`src/rtl/march_pkg.sv`:
```
// Package: shared gene word layout and code values for the march sequencer.
// Assumes the layout below is the programming format seen at the store port.
package march_pkg;

    typedef enum logic [1:0] {
        OP_IDLE  = 2'd0,
        OP_WRITE = 2'd1,
        OP_READ  = 2'd2,
        OP_SPARE = 2'd3
    } op_e;

    typedef enum logic [1:0] {
        BG_SOLID   = 2'd0,
        BG_CHECKER = 2'd1,
        BG_ROWALT  = 2'd2,
        BG_COLALT  = 2'd3
    } bg_e;

    // MSB first: open, close, ascend, op[1:0], dbit, walk_col, bg[1:0]
    typedef struct packed {
        logic       open;
        logic       close;
        logic       ascend;
        logic [1:0] op;
        logic       dbit;
        logic       walk_col;
        logic [1:0] bg;
    } gene_t;

    localparam int GENE_W = $bits(gene_t);

endpackage

```
`src/rtl/march_store.sv`:
```
// Module: march_store
// Holds the gene program in flops. It has one write port and two combinational
// read ports: the gene being executed and the header bits of a second slot.
// Assumes the caller gates writes while a run is in progress.
module march_store
    import march_pkg::*;
#(
    parameter int DEPTH = 8,
    parameter int AW    = 3
) (
    input  logic              clk,
    input  logic              rst_n,
    input  logic              wr_en,
    input  logic [AW-1:0]     wr_idx,
    input  logic [GENE_W-1:0] wr_gene,
    input  logic [AW-1:0]     cur_idx,
    input  logic [AW-1:0]     nxt_idx,
    output logic [1:0]        cur_op,
    output logic              cur_dbit,
    output logic [1:0]        cur_bg,
    output logic              cur_close,
    output logic              nxt_open,
    output logic              nxt_ascend,
    output logic              nxt_walk_col
);

    gene_t slots [DEPTH];
    gene_t cur_g;
    gene_t nxt_g;

    // Store update: clear on reset, otherwise accept one gene per write strobe.
    always_ff @(posedge clk) begin
        if (!rst_n) begin
            for (int i = 0; i < DEPTH; i++) slots[i] <= '0;
        end else if (wr_en && (int'(wr_idx) < DEPTH)) begin
            slots[wr_idx] <= gene_t'(wr_gene);
        end
    end

    // Read ports: out-of-range indices return an empty gene.
    always_comb begin
        cur_g = (int'(cur_idx) < DEPTH) ? slots[cur_idx] : '0;
        nxt_g = (int'(nxt_idx) < DEPTH) ? slots[nxt_idx] : '0;
    end

    assign cur_op       = cur_g.op;
    assign cur_dbit     = cur_g.dbit;
    assign cur_bg       = cur_g.bg;
    assign cur_close    = cur_g.close;
    assign nxt_open     = nxt_g.open;
    assign nxt_ascend   = nxt_g.ascend;
    assign nxt_walk_col = nxt_g.walk_col;

endmodule

```
`src/rtl/march_addr_gen.sv`:
```
// Module: march_addr_gen
// Walks the cell grid in row-major or column-major order, ascending or
// descending. Descending order is the exact reverse of ascending order.
// Assumes init and step are never asserted together.
module march_addr_gen #(
    parameter int ROWS = 3,
    parameter int COLS = 3,
    parameter int RW   = 2,
    parameter int CW   = 2
) (
    input  logic          clk,
    input  logic          rst_n,
    input  logic          init,
    input  logic          init_up,
    input  logic          init_walk_col,
    input  logic          step,
    output logic [RW-1:0] row,
    output logic [CW-1:0] col,
    output logic          last
);

    localparam logic [RW-1:0] ROW_MAX = RW'(ROWS - 1);
    localparam logic [CW-1:0] COL_MAX = CW'(COLS - 1);

    logic          up_q;
    logic          wc_q;
    logic          row_end;
    logic          col_end;
    logic [RW-1:0] row_n;
    logic [CW-1:0] col_n;

    // End-of-line detection for the current direction.
    always_comb begin
        row_end = up_q ? (row == ROW_MAX) : (row == '0);
        col_end = up_q ? (col == COL_MAX) : (col == '0);
        last    = row_end && col_end;
    end

    // Next address: inner index wraps, outer index moves on wrap.
    always_comb begin
        row_n = row;
        col_n = col;
        if (!wc_q) begin
            if (col_end) begin
                col_n = up_q ? '0 : COL_MAX;
                row_n = up_q ? row + RW'(1) : row - RW'(1);
            end else begin
                col_n = up_q ? col + CW'(1) : col - CW'(1);
            end
        end else begin
            if (row_end) begin
                row_n = up_q ? '0 : ROW_MAX;
                col_n = up_q ? col + CW'(1) : col - CW'(1);
            end else begin
                row_n = up_q ? row + RW'(1) : row - RW'(1);
            end
        end
    end

    // Address registers: load the start corner on init, advance on step.
    always_ff @(posedge clk) begin
        if (!rst_n) begin
            row  <= '0;
            col  <= '0;
            up_q <= 1'b1;
            wc_q <= 1'b0;
        end else if (init) begin
            up_q <= init_up;
            wc_q <= init_walk_col;
            row  <= init_up ? '0 : ROW_MAX;
            col  <= init_up ? '0 : COL_MAX;
        end else if (step) begin
            row <= row_n;
            col <= col_n;
        end
    end

    assert_in_grid_R3: assert property (@(posedge clk) disable iff (!rst_n)
        (int'(row) < ROWS) && (int'(col) < COLS));

    assert_step_moves_R2: assert property (@(posedge clk) disable iff (!rst_n)
        (step && !init && !last) |=> ((row != $past(row)) || (col != $past(col))));

    assert_init_corner_R4: assert property (@(posedge clk) disable iff (!rst_n)
        init |=> ($past(init_up) ? (row == '0 && col == '0)
                                 : (row == ROW_MAX && col == COL_MAX)));

endmodule

```
`src/rtl/march_ctrl.sv`:
```
// Module: march_ctrl
// Sequencing FSM: steps through genes, groups them into elements by marker
// bits, drives the memory port, checks reads one cycle later and keeps the
// first failure. Assumes read data returns exactly one cycle after a read.
module march_ctrl
    import march_pkg::*;
#(
    parameter int DEPTH = 8,
    parameter int AW    = 3,
    parameter int RW    = 2,
    parameter int CW    = 2
) (
    input  logic          clk,
    input  logic          rst_n,
    input  logic          start,
    input  logic [1:0]    cur_op,
    input  logic          cur_dbit,
    input  logic [1:0]    cur_bg,
    input  logic          cur_close,
    input  logic          nxt_open,
    input  logic          nxt_ascend,
    input  logic          nxt_walk_col,
    input  logic [RW-1:0] row,
    input  logic [CW-1:0] col,
    input  logic          addr_last,
    input  logic          mem_rdata,
    output logic [AW-1:0] cur_idx,
    output logic [AW-1:0] nxt_idx,
    output logic          ag_init,
    output logic          ag_up,
    output logic          ag_walk_col,
    output logic          ag_step,
    output logic          mem_en,
    output logic          mem_we,
    output logic          mem_wdata,
    output logic          busy,
    output logic          done,
    output logic          fail,
    output logic [RW-1:0] fail_row,
    output logic [CW-1:0] fail_col,
    output logic [AW-1:0] fail_gene
);

    typedef enum logic [1:0] {S_IDLE, S_RUN, S_FLUSH, S_DONE} state_e;

    localparam logic [AW-1:0] LAST_SLOT = AW'(DEPTH - 1);

    state_e        state;
    logic [AW-1:0] gptr;
    logic [AW-1:0] estart;
    logic          run;
    logic          accept;
    logic          last_slot;
    logic          elem_end;
    logic          prog_end;
    logic          bg_bit;
    logic          eff;
    logic          is_wr;
    logic          is_rd;
    logic          pend_v;
    logic          pend_exp;
    logic [RW-1:0] pend_row;
    logic [CW-1:0] pend_col;
    logic [AW-1:0] pend_gene;

    // Element and program boundary decode for the gene in flight.
    always_comb begin
        run       = (state == S_RUN);
        accept    = start && (state == S_IDLE || state == S_DONE);
        last_slot = (gptr == LAST_SLOT);
        elem_end  = cur_close || last_slot || nxt_open;
        prog_end  = last_slot || !nxt_open;
        is_wr     = (cur_op == OP_WRITE);
        is_rd     = (cur_op == OP_READ);
    end

    // Background bit for the current cell and the resulting cell value.
    always_comb begin
        unique case (cur_bg)
            BG_SOLID:   bg_bit = 1'b0;
            BG_CHECKER: bg_bit = row[0] ^ col[0];
            BG_ROWALT:  bg_bit = row[0];
            default:    bg_bit = col[0];
        endcase
        eff = cur_dbit ^ bg_bit;
    end

    // Store read indices and address generator controls.
    always_comb begin
        cur_idx     = gptr;
        nxt_idx     = run ? gptr + AW'(1) : '0;
        ag_up       = nxt_ascend;
        ag_walk_col = nxt_walk_col;
        ag_init     = (accept && nxt_open) ||
                      (run && elem_end && addr_last && !prog_end);
        ag_step     = run && elem_end && !addr_last;
    end

    // Memory port and status outputs.
    always_comb begin
        mem_en    = run && (is_wr || is_rd);
        mem_we    = run && is_wr;
        mem_wdata = mem_we ? eff : 1'b0;
        busy      = (state == S_RUN) || (state == S_FLUSH);
        done      = (state == S_DONE);
    end

    // Sequencing: gene pointer, element start and state transitions.
    always_ff @(posedge clk) begin
        if (!rst_n) begin
            state  <= S_IDLE;
            gptr   <= '0;
            estart <= '0;
        end else begin
            unique case (state)
                S_IDLE, S_DONE: begin
                    if (accept) begin
                        gptr   <= '0;
                        estart <= '0;
                        state  <= nxt_open ? S_RUN : S_FLUSH;
                    end
                end
                S_RUN: begin
                    if (!elem_end) begin
                        gptr <= gptr + AW'(1);
                    end else if (!addr_last) begin
                        gptr <= estart;
                    end else if (prog_end) begin
                        state <= S_FLUSH;
                    end else begin
                        gptr   <= gptr + AW'(1);
                        estart <= gptr + AW'(1);
                    end
                end
                default: state <= S_DONE;
            endcase
        end
    end

    // Read pipeline: remember what the returning data must match.
    always_ff @(posedge clk) begin
        if (!rst_n) begin
            pend_v    <= 1'b0;
            pend_exp  <= 1'b0;
            pend_row  <= '0;
            pend_col  <= '0;
            pend_gene <= '0;
        end else begin
            pend_v    <= run && is_rd;
            pend_exp  <= eff;
            pend_row  <= row;
            pend_col  <= col;
            pend_gene <= gptr;
        end
    end

    // Failure capture: sticky flag and location of the first mismatch.
    always_ff @(posedge clk) begin
        if (!rst_n || accept) begin
            fail      <= 1'b0;
            fail_row  <= '0;
            fail_col  <= '0;
            fail_gene <= '0;
        end else if (pend_v && (mem_rdata != pend_exp) && !fail) begin
            fail      <= 1'b1;
            fail_row  <= pend_row;
            fail_col  <= pend_col;
            fail_gene <= pend_gene;
        end
    end

    assert_fail_sticky_R6: assert property (@(posedge clk) disable iff (!rst_n)
        (fail && !(start && !busy)) |=> fail);

    assert_fail_after_read_R6: assert property (@(posedge clk) disable iff (!rst_n)
        $rose(fail) |-> $past(mem_en && !mem_we, 2));

    assert_first_kept_R7: assert property (@(posedge clk) disable iff (!rst_n)
        (fail && $past(fail)) |-> ($stable(fail_row) && $stable(fail_col) && $stable(fail_gene)));

    assert_quiet_when_done_R8: assert property (@(posedge clk) disable iff (!rst_n)
        done |-> (!mem_en && !busy));

    assert_we_has_en_R2: assert property (@(posedge clk) disable iff (!rst_n)
        mem_we |-> mem_en);

    assert_busy_ignores_start_R9: assert property (@(posedge clk) disable iff (!rst_n)
        (busy && start && state == S_RUN && !(elem_end && addr_last && prog_end)) |=> busy);

endmodule

```
`src/rtl/march_seq.sv`:
```
// Module: march_seq (top)
// March test sequencer: program store, address walker and sequencing FSM.
// Assumes a single-bit synchronous memory whose read data lags one cycle.
module march_seq
    import march_pkg::*;
#(
    parameter int ROWS  = 3,
    parameter int COLS  = 3,
    parameter int DEPTH = 8
) (
    input  logic                                  clk,
    input  logic                                  rst_n,
    input  logic                                  start,
    input  logic                                  prog_we,
    input  logic [$clog2(DEPTH)-1:0]              prog_addr,
    input  logic [march_pkg::GENE_W-1:0]          prog_wdata,
    output logic                                  mem_en,
    output logic                                  mem_we,
    output logic [((ROWS > 1) ? $clog2(ROWS) : 1)-1:0] mem_row,
    output logic [((COLS > 1) ? $clog2(COLS) : 1)-1:0] mem_col,
    output logic                                  mem_wdata,
    input  logic                                  mem_rdata,
    output logic                                  busy,
    output logic                                  done,
    output logic                                  fail,
    output logic [((ROWS > 1) ? $clog2(ROWS) : 1)-1:0] fail_row,
    output logic [((COLS > 1) ? $clog2(COLS) : 1)-1:0] fail_col,
    output logic [$clog2(DEPTH)-1:0]              fail_gene
);

    localparam int AW = $clog2(DEPTH);
    localparam int RW = (ROWS > 1) ? $clog2(ROWS) : 1;
    localparam int CW = (COLS > 1) ? $clog2(COLS) : 1;

    logic [AW-1:0] cur_idx;
    logic [AW-1:0] nxt_idx;
    logic [1:0]    cur_op;
    logic          cur_dbit;
    logic [1:0]    cur_bg;
    logic          cur_close;
    logic          nxt_open;
    logic          nxt_ascend;
    logic          nxt_walk_col;
    logic          ag_init;
    logic          ag_up;
    logic          ag_walk_col;
    logic          ag_step;
    logic          addr_last;
    logic          store_wr;

    // Store writes are only accepted while no run is in progress.
    assign store_wr = prog_we && !busy;

    march_store #(.DEPTH(DEPTH), .AW(AW)) u_store (
        .clk          (clk),
        .rst_n        (rst_n),
        .wr_en        (store_wr),
        .wr_idx       (prog_addr),
        .wr_gene      (prog_wdata),
        .cur_idx      (cur_idx),
        .nxt_idx      (nxt_idx),
        .cur_op       (cur_op),
        .cur_dbit     (cur_dbit),
        .cur_bg       (cur_bg),
        .cur_close    (cur_close),
        .nxt_open     (nxt_open),
        .nxt_ascend   (nxt_ascend),
        .nxt_walk_col (nxt_walk_col)
    );

    march_addr_gen #(.ROWS(ROWS), .COLS(COLS), .RW(RW), .CW(CW)) u_addr (
        .clk           (clk),
        .rst_n         (rst_n),
        .init          (ag_init),
        .init_up       (ag_up),
        .init_walk_col (ag_walk_col),
        .step          (ag_step),
        .row           (mem_row),
        .col           (mem_col),
        .last          (addr_last)
    );

    march_ctrl #(.DEPTH(DEPTH), .AW(AW), .RW(RW), .CW(CW)) u_ctrl (
        .clk          (clk),
        .rst_n        (rst_n),
        .start        (start),
        .cur_op       (cur_op),
        .cur_dbit     (cur_dbit),
        .cur_bg       (cur_bg),
        .cur_close    (cur_close),
        .nxt_open     (nxt_open),
        .nxt_ascend   (nxt_ascend),
        .nxt_walk_col (nxt_walk_col),
        .row          (mem_row),
        .col          (mem_col),
        .addr_last    (addr_last),
        .mem_rdata    (mem_rdata),
        .cur_idx      (cur_idx),
        .nxt_idx      (nxt_idx),
        .ag_init      (ag_init),
        .ag_up        (ag_up),
        .ag_walk_col  (ag_walk_col),
        .ag_step      (ag_step),
        .mem_en       (mem_en),
        .mem_we       (mem_we),
        .mem_wdata    (mem_wdata),
        .busy         (busy),
        .done         (done),
        .fail         (fail),
        .fail_row     (fail_row),
        .fail_col     (fail_col),
        .fail_gene    (fail_gene)
    );

endmodule

```
`config.mk`:
```
export PLATFORM = sky130hd
export DESIGN_NAME = march_seq
export DESIGN_NICKNAME = d
export VERILOG_FILES = /design/src/rtl/march_pkg.sv /design/src/rtl/march_store.sv /design/src/rtl/march_addr_gen.sv /design/src/rtl/march_ctrl.sv /design/src/rtl/march_seq.sv
export SDC_FILE = /design/constraint.sdc
export NUM_CORES = 1
export LEC_CHECK = 0
export BUFFER_PORTS_ARGS = -buffer_cell sky130_fd_sc_hd__buf_2
export CAP_MARGIN = 20
export CORE_MARGIN = 2
export CORE_UTILIZATION = 30
export DETAILED_ROUTE_END_ITERATION = 6
export PLACE_DENSITY_LB_ADDON = 0.2
export RECOVER_POWER = 50
export SYNTH_ARGS = -nofsm -noshare
export SYNTH_HDL_FRONTEND = slang
export SYNTH_HIERARCHICAL = 1
export SYNTH_SLANG_ARGS = --single-unit
```
`constraint.sdc`:
```
create_clock -name clk -period 6.24 [get_ports clk]
set_clock_uncertainty 0.1 [all_clocks]
set_input_delay 0.312 -clock clk [delete_from_list [all_inputs] [get_ports clk]]
set_output_delay 0.312 -clock clk [all_outputs]
set_load 0.05 [all_outputs]
```
Word level (Yosys, flattened, before mapping)
Memories as Yosys holds them, arrays and structs flattened. A register that Yosys moved wholly into a read port is not among the register bits.
Cells that the tools add are included.

storage, ports and cells
  register bits = 31
  latch bits = 0
  RAM bits = 72
  ROM bits = 0
  bits of input ports = 17
  output and inout port bits = 17
  word-level logic and storage cells = 125
  memories kept = 1

cells by class
  $add $sub $neg = 5
  multiply operators = 0
  divide/modulo/power cells = 0
  magnitude comparators = 0
  equality and inequality tests = 18
  shift-type cells = 0
  mux-type cells = 42
  bitwise logic cells = 2
  reductions and logical operators = 41

memory list
  name           depth  bits a word  rd ports  clocked after memory_dff  write ports  line               RTL
  u_store.slots  8      9            2         1                         8            march_store.sv:27  gene_t slots [DEPTH];

operator list
  kind                 number
  $mux 2               19
  $mux 3               10
  $logic_and 1x1->1    13
  $eq 2x2->1 const B   6
  $pmux 3 s2           2
  $mux 9               1
  $reduce_or 9->1      1
  $logic_not 2->1      4
  $logic_or 1x1->1     8
  $mux 1               8
  $eq 2x1->1 const B   3
  $logic_not 1->1      6
  $ne 2x2->1 const B   3
  $reduce_and 5->1     1
  $add 2x1->2 const B  2
  $ne 2x1->1 const B   2
  $ne 4x4->1 const B   1
  $pmux 2 s2           1
  $reduce_and 2->1     2
  $reduce_and 4->1     1
  $reduce_bool 2->1    2
  $sub 2x1->2 const B  2
  $add 3x1->3 const B  1
  $eq 3x3->1 const B   1
  other kinds (7)      8

Longest topological paths before layout
Gate-level depths: netlist (run 1).
An unclocked memory read counts as a cell.

  depth after elaboration = 11
  depth in mapped cells = 13
  mapped depth without buffers = 11

Hierarchy
Netlist (run 1), hierarchy kept.

modules (own cells, without submodules)
  module          times used  cells each  area each (um2)  seq. area each (um2)
  march_store     1           216         3,299.4          2,162.1
  march_ctrl      1           127         1,177.4          500.5
  march_addr_gen  1           50          389.1            120.1
  march_seq       1           1           13.8             0.0

Least setup slack after synthesis (run 1)
Ideal clock, no wire load.

  path type = register to register
  start = reg u_ctrl.state[0]
  end = reg u_addr.col[1]
  library setup time = 116 ps
  arrival = 3,221 ps
  data required time = 6,024 ps
  path slack = 2,803 ps
  cell stages (with the launch flop) = 13
  buffers on the path = 2
  period minus slack after synthesis = 3,437 ps
  cells stage by stage = dfxtp_1 -> ha_1 -> clkbuf_1 -> nor2b_1 -> buf_2 -> mux4_2 -> mux2_2 -> nor3_1 -> nor2b_1 -> nor2b_1 -> a221oi_1 -> a2111oi_0 -> a31o_1

on the way
  elaborated cells between the ends (all ways) = 22
  classes of those cells = eq/ne (3); mux (3); reduce/logical (15); memory (1)

RTL lines
  item                             line                  RTL
  start, declared                  march_ctrl.sv:48      state_e state;
  start signal, assigned           march_ctrl.sv:120     state <= nxt_open ? S_RUN : S_FLUSH;
  $eq 2x1->1                       march_ctrl.sv:68      run = (state == S_RUN);
  $mux 3                           march_ctrl.sv:91      nxt_idx = run ? gptr + AW'(1) : '0;
  via nxt_idx[0]                   march_seq.sv:36       logic [AW-1:0] nxt_idx;
  $mem_v2 8x9                      -
  via nxt_open                     march_seq.sv:41       logic nxt_open;
  $logic_or 1x1->1                 march_ctrl.sv:71      elem_end = cur_close || last_slot || nxt_open;
  $logic_and 1x1->1 (2 in series)  march_ctrl.sv:96      ag_step = run && elem_end && !addr_last;
  via ag_step                      march_seq.sv:47       logic ag_step;
  $reduce_bool 2->1 (no line)      -
  $reduce_and 2->1 (no line)       -
  end signal, assigned             march_addr_gen.sv:71  col <= init_up ? '0 : COL_MAX;
  end signal, assigned             march_addr_gen.sv:74  col <= col_n;
  end, declared                    march_addr_gen.sv:18  output logic [CW-1:0] col,

The timed path passes the listed nets, and every way through them passes these cells.
A chain may end at the register's enable or synchronous reset.

Final worst setup path (run 1)
Same ends and word-level chain as after synthesis.

==> reports/metrics.yaml, run 1 <==
layout:
  fin_nets: 442
  synthToLayoutAreaGrowth_pct: 13.0
  insertedDiodeCount: 0
  drive_gt1_share_pct: 14.2
  final_area_um2: 5510
floorplan:
  dieArea_um2: 17300
  ios: 34
  fp-row-count: 46
  die_h_um: 132
  die_width_um: 132
  core_um2: 15900
  start_util_pct: 30.7
synthesis:
  synth_top_flop_cell: "edfxtp_1"
  ys_async_sr_fraction_pct: 0
  synth_nets: 418
  synth_cell_types: 48
  yosysSeqAreaShare_pct: 57.0
  ys_warn_count: 6
  synth-edff-count: 72
  synth_cells: 394
  ys_ff_latch: 103
  syn_area_um2: 4880
  avgSynthCellArea_um2: 12.4
timing:
  final-hold-violation-count: 0
  tightest_slew_ns: 1.99
  period_needed_ns: 4.06
  finalWorstSetupSlack_ns: 2.18
  rsz0062_at_grt: "false"
  fmax_mhz: 247
  setup_viol: 0
  setup-tns-final_ns: 0
  period_share_pct: 65.0
  drv_slew: 82
  max_slew_margin_pct: -33.0
power_and_ir_drop:
  leakagePower_nw: 1.92
  ir_worst_vdd_uv: 147
  power_density_nw_per_um2: 329
  total_power_mw: 1.82
clock_network:
  clock_sinks: 103
  cts-root-buf: "clkbuf_16"
  ctsResizeCount: 0
  cts_made_buffers: 9
  cts_tree: "done"
  path_clk_slew_ns: 0.07
  cts_hold_buf: 0
  clock_latency_ns: 0.35
  cts_max_path_buffers: 2
  cts_setup_buffers: 0
  htree_levels: 3
flow_run:
  cap_viol_max_count: 2
place:
  place_hpwl_mm: 7.05
  io_buffers: 33
  dpl_worst_slack_ns: 2.10
  place.gp.congestion: 0.762
  placed_area_um2: 5250
status:
  status: "complete, but fails checks"
  violations: "max-capacitance violations, max-slew violations"
critical_path:
  cp_max_fo: 16
  worstSetupPathType: "register to register"
  worstSetupEndpointType: "register"
  crit_required_ns: 6.38
  crit_arrival_ns: 4.20
  cp-start-kind: "register"
route:
  routedWlPerCell_um: 16.8
  drtIter0Drc: 172
  drtAntennaViolNets: 0
  drcViolationCount: 0
  via_count: 3115
  routed_wl_mm: 10.7
  dr.pass1.iters: 4
  routed_via_density: 4.87
global_route:
  grt_max_degree: 41
  grt_first_pass_wirelength_mm: 17.4
  globalRoute.totalOverflow: 0
  grt_pass1_vias: 3120
  grtUsageTotal_pct: 13.0
  antenna_found_initial: 0
worst_hold_path:
  holdCritPathClass: "primary input to register"
[per-stage QoR]
stage          cells  hold slack [ns]  util (%)
2_1_floorplan    394            0.284         -
3_3_place_gp     623            0.348      33.1
3_5_place_dp     623            0.357      33.1
4_1_cts          639            0.353      34.9
5_1_grt          639            0.377      34.7
6_report         639            0.360      34.7
[path summary, 6_finish.rpt]
kind	start	endpoint	slack, ns	depth (start not counted)
worst max register to register	u_ctrl/state[0]$_SDFFE_PN0P_	u_addr/col[1]$_SDFFE_PN0P_	2.18	10
worst min-delay path	rst_n	u_addr/up_q$_SDFFE_PN1P_	0.36	3
worst max-delay path	u_ctrl/state[0]$_SDFFE_PN0P_	u_addr/col[1]$_SDFFE_PN0P_	2.18	10
worst min register to register	u_ctrl/estart[1]$_SDFFE_PN0P_	u_ctrl/estart[1]$_SDFFE_PN0P_	0.36	2
[where the power goes]
part	internal (mW)	switching, mW
registers	0.779	0.0373
clock network	0.311	0.252
logic	0.156	0.280
total	1.25	0.569
[flip-flops by register name, summed over array words and instances (netlist names)]
| name | cells |
|---|---|
| u_ctrl/state | 2 |
| u_ctrl/fail_row | 2 |
| u_addr/row | 2 |
| u_ctrl/pend_row | 2 |
| u_ctrl/fail_col | 2 |
| u_store/slots | 72 |
| u_ctrl/pend_col | 2 |
| u_ctrl/pend_v | 1 |
| u_ctrl/pend_exp | 1 |
| u_addr/col | 2 |
| u_ctrl/estart | 3 |
| u_addr/up_q | 1 |
| u_ctrl/cur_idx | 3 |
| u_ctrl/fail_gene | 3 |
| u_addr/wc_q | 1 |
| u_ctrl/pend_gene | 3 |
| u_ctrl/fail | 1 |
[layout make-up]
cell class	instances	area (um2)
Clock inverter	7	68.8
Inverter	22	82.6
Fill cell	1635	10400
Timing Repair Buffer	43	215
Tap cell	216	270
Sequential cell	103	2780
Multi-Input combinational cell	239	1870
Clock buffer	9	225
[per-layer routing]
metal	GRT usage, %	routed length (um)
met5	0	0
met4	3.86	110
met3	4.05	436
met2	19.5	4890
met1	17.9	5300
[kinds of logic after synthesis]
group	synth area share (%)
DFF	57.0
xor gates and xnor gates	0.897
and+or+nand+nor	16.5
adders and majority gates	1.79
muxes	14.2
buffers and inverters	4.51
AOI/OAI and AO/OA	5.10
[cell usage after synthesis (7+ instances only)]
library cell / count / area (um2)
nand2b_1: 7 / 43.8
nor2_1: 14 / 52.6
nor3_1: 56 / 280
mux2i_1: 13 / 130
and2_1: 9 / 56.3
nand3_1: 8 / 40.0
dfxtp_1: 31 / 621
edfxtp_1: 72 / 2160
nor4_1: 18 / 113
nor2b_1: 8 / 50.1
inv_1: 22 / 82.6
nand2_1: 15 / 56.3
ha_1: 7 / 87.6
o21ai_0: 12 / 60.1
clkbuf_1: 23 / 86.3
mux2_2: 10 / 113
mux4_1: 12 / 315
[worst max-delay path, cell delays in order, from the launching register on]
cell and delay (ns):
dfxtp_1 0.38, ha_1 0.46, nor2b_1 0.71, mux4_2 0.59
mux2_2 0.32, nor3_1 0.36, nor2b_1 0.18, nor2b_1 0.17
a221oi_1 0.36, a2111oi_0 0.13, a31o_1 0.20
[cell usage in the layout (no fill, tap or decap), drive strengths merged, types with 2 or more instances in the layout]
master | Yosys | routed
nand3b | 4 | 4
nor2b | 10 | 10
inv | 22 | 24
nor2 | 14 | 14
clkbuf | 23 | 25
buf | 7 | 27
o21ai | 14 | 14
or3 | 2 | 2
mux2 | 10 | 10
a2111oi | 2 | 2
edfxtp | 72 | 72
o31ai | 3 | 3
xnor2 | 4 | 4
mux2i | 13 | 13
o22ai | 4 | 4
nor4 | 18 | 18
nand2 | 15 | 15
clkinv | 0 | 3
a221oi | 2 | 2
a21oi | 4 | 4
mux4 | 18 | 18
dfxtp | 31 | 31
nor3 | 56 | 56
nand2b | 7 | 7
ha | 7 | 7
nand3 | 8 | 8
and2 | 9 | 9
and3 | 2 | 2
No activity file was read; power rests on OpenSTA's default activity.
==> run 2: changes to the inputs <==
--- a/config.mk
+++ b/config.mk
@@ -5,6 +5,7 @@
 export SDC_FILE = /design/constraint.sdc
 export NUM_CORES = 1
 export LEC_CHECK = 0
+export ABC_AREA = 1
 export BUFFER_PORTS_ARGS = -buffer_cell sky130_fd_sc_hd__buf_2
 export CAP_MARGIN = 20
 export CORE_MARGIN = 2
==> constraint.sdc (replaced) <==
create_clock -name clk -period 4.1 [get_ports clk]
set_clock_uncertainty 0.1 [all_clocks]
set_input_delay 0.205 -clock clk [delete_from_list [all_inputs] [get_ports clk]]
set_output_delay 0.205 -clock clk [all_outputs]
set_load 0.05 [all_outputs]
==> reports/metrics.yaml, run 2 <==
layout:
  mostFrequentLayoutCells: "210 x nand2_1, 126 x inv_1, 110 x nor2_1"
  nFillCells: 1846
  final_util_pct: 33.7
  fin_nets: 726
  drive_gt1_share_pct: 6.66
  largest_reg_flops: 72
  synthToLayoutAreaGrowth_pct: 10.0
  finalNonFillerCells: 931
  insertedDiodeCount: 0
  regMostFlops: "u_store/slots"
  final_common_cell: "nand2_1"
synthesis:
  ys_async_sr_fraction_pct: 0
  synth_nets: 693
  synth_top_area_share_pct: 40.9
  avgSynthCellArea_um2: 7.90
  yosysSeqAreaShare_pct: 52.7
  synthTopCellsByArea: "edfxtp_1 41%, nand2_1 14%, dfxtp_1 12%, inv_1 9.0%, nor2_1 7.6%"
  synthXorXnorAreaFrac_pct: 0.166
  synth_top_family_by_area: "simple AND/OR/NAND/NOR gates"
  syn_area_um2: 5280
  synth-compound-area-share_pct: 3.74
  synthTopCellsByCount: "201 x nand2_1, 126 x inv_1, 107 x nor2_1, 72 x edfxtp_1, 48 x nand3_1"
  synth-edff-count: 72
  synth.most_common_cell: "nand2_1"
  synth_fa_ha_area_share_pct: 1.66
  synth_cell_types: 26
  synth.area.mux_share_pct: 0
  synth_cells: 669
  ys_warn_count: 6
  synth-simple-area-share_pct: 30.7
  ys_ff_latch: 103
  synth_top_flop_cell: "edfxtp_1"
  yosys.area.top_type: "edfxtp_1"
clock_network:
  path_clk_slew_ns: 0.07
  cts-root-buf: "clkbuf_16"
  htree_levels: 3
  cts_tree: "done"
  cts_setup_buffers: 0
  clock_sinks: 103
  cts_hold_buf: 0
  ctsResizeCount: 0
  cts_max_path_buffers: 2
  cts_made_buffers: 9
  clock_latency_ns: 0.35
route:
  routed_via_density: 4.31
  drtAntennaViolNets: 0
  routed_wl_mm: 12.6
  drcViolationCount: 0
  dr.pass1.iters: 5
  via_count: 4017
  drtIter0Drc: 239
  routedWlPerCell_um: 13.6
place:
  io_buffers: 33
  dpl_worst_slack_ns: 0.958
  place.gp.congestion: 0.840
  place_hpwl_mm: 9.33
  place_inst: 916
critical_path:
  cp_max_fo: 15
  worstSetupPathType: "register to register"
  crit_arrival_ns: 3.59
  crit_required_ns: 4.29
  cp-start-kind: "register"
  worstSetupEndpointType: "register"
timing:
  setup-tns-final_ns: 0
  max_slew_margin_pct: 43.2
  fmax_mhz: 294
  setup_viol: 0
  tightest_slew_ns: 0.852
  finalWorstSetupSlack_ns: 0.702
  drv_slew: 0
  rsz0062_at_grt: "false"
  period_share_pct: 82.9
  final-hold-violation-count: 0
  period_needed_ns: 3.40
  timing.hold.ws_ns: 0.189
global_route:
  grt_first_pass_wirelength_mm: 20.4
  grt_pass1_vias: 3836
  globalRoute.totalOverflow: 0
  grt_max_degree: 27
  antenna_found_initial: 0
  grtUsageTotal_pct: 14.5
worst_hold_path:
  holdCritPathClass: "primary input to register"
power_and_ir_drop:
  leakagePower_nw: 2.76
  ir_worst_vdd_uv: 253
  power_density_nw_per_um2: 536
floorplan:
  fp-row-count: 48
  core_um2: 17200
  die_h_um: 137
  start_util_pct: 30.7
  die_width_um: 137
  dieArea_um2: 18700
  ios: 34
flow_run:
  cap_viol_max_count: 0
status:
  status: "finished, final reports clean"
[run 2: changes by cell type after synthesis, sizes merged, moves of 13 or more]
cell	change
clkbuf	-23
mux4	-18
nor4	-18
mux2i	-13
nor2	+98
nor3	-56
inv	+109
nand2	+197
nand3	+41
[run 2: layer usage]
| layer | wire (um) | track usage [%] |
|---|---|---|
| met1 | 6250 | 19.9 |
| met2 | 5710 | 22.9 |
| met3 | 516 | 3.22 |
| met4 | 156 | 4.22 |
| met5 | 0 | 0 |
[run 2: area by class of cell]
type	count	area (um2)	area share, %
flip-flops and latches	103	2780	47.9
well taps	225	282	4.84
clock inverters	5	33.8	0.581
multi-input cells	421	1830	31.5
inverters	131	492	8.46
repair buffers	36	166	2.86
clock buffers	10	229	3.94
[run 2: critical path, cell delays in order, from the launching register on]
cell and delay (ns):
dfxtp_1 0.30, clkbuf_1 0.64, ha_1 0.38, nand2_1 0.07, inv_1 0.13, inv_1 0.18, nand3_1 0.11, nand2_1 0.07
nand2_1 0.05, nand2_1 0.15, nand2_1 0.10, nor2_1 0.22, a32o_1 0.29, inv_2 0.09, or2_4 0.24, nand3_1 0.09
a21oi_1 0.05, nor2_1 0.08
[run 2: stage by stage]
stage,instance area [um2],power [mW]
2_1_floorplan,5280,2.14
3_3_place_gp,5660,2.37
3_5_place_dp,5660,2.38
4_1_cts,5920,3.17
5_1_grt,5810,3.33
6_report,5810,3.12
[run 2: final timing paths]
| kind | from | end | slack (ns) | depth (start not counted) |
|---|---|---|---|---|
| worst max register to register | u_ctrl/cur_idx[1]$_SDFFE_PN0P_ | u_addr/row[1]$_SDFFE_PN0P_ | 0.70 | 17 |
| worst min register to register | u_ctrl/estart[0]$_SDFFE_PN0P_ | u_ctrl/estart[0]$_SDFFE_PN0P_ | 0.37 | 2 |
| worst min-delay path | rst_n | u_addr/up_q$_SDFFE_PN1P_ | 0.19 | 2 |
| worst max-delay path | u_ctrl/cur_idx[1]$_SDFFE_PN0P_ | u_addr/row[1]$_SDFFE_PN0P_ | 0.70 | 17 |
[run 2: logic make-up after synthesis]
family | count (synthesis)
AOI/OAI and AO/OA | 35
xor gates and xnor gates | 1
adders and majority gates | 7
buffers and inverters | 145
DFF | 103
and+or+nand+nor | 378
[run 2: report_power, final]
part | leakage [nW] | total, mW | switching (mW) | internal, mW
registers | 0.997 | 1.29 | 0.0789 | 1.21
logic | 1.63 | 1.04 | 0.731 | 0.305
clock network | 0.128 | 0.792 | 0.383 | 0.409
total | 2.76 | 3.12 | 1.19 | 1.92
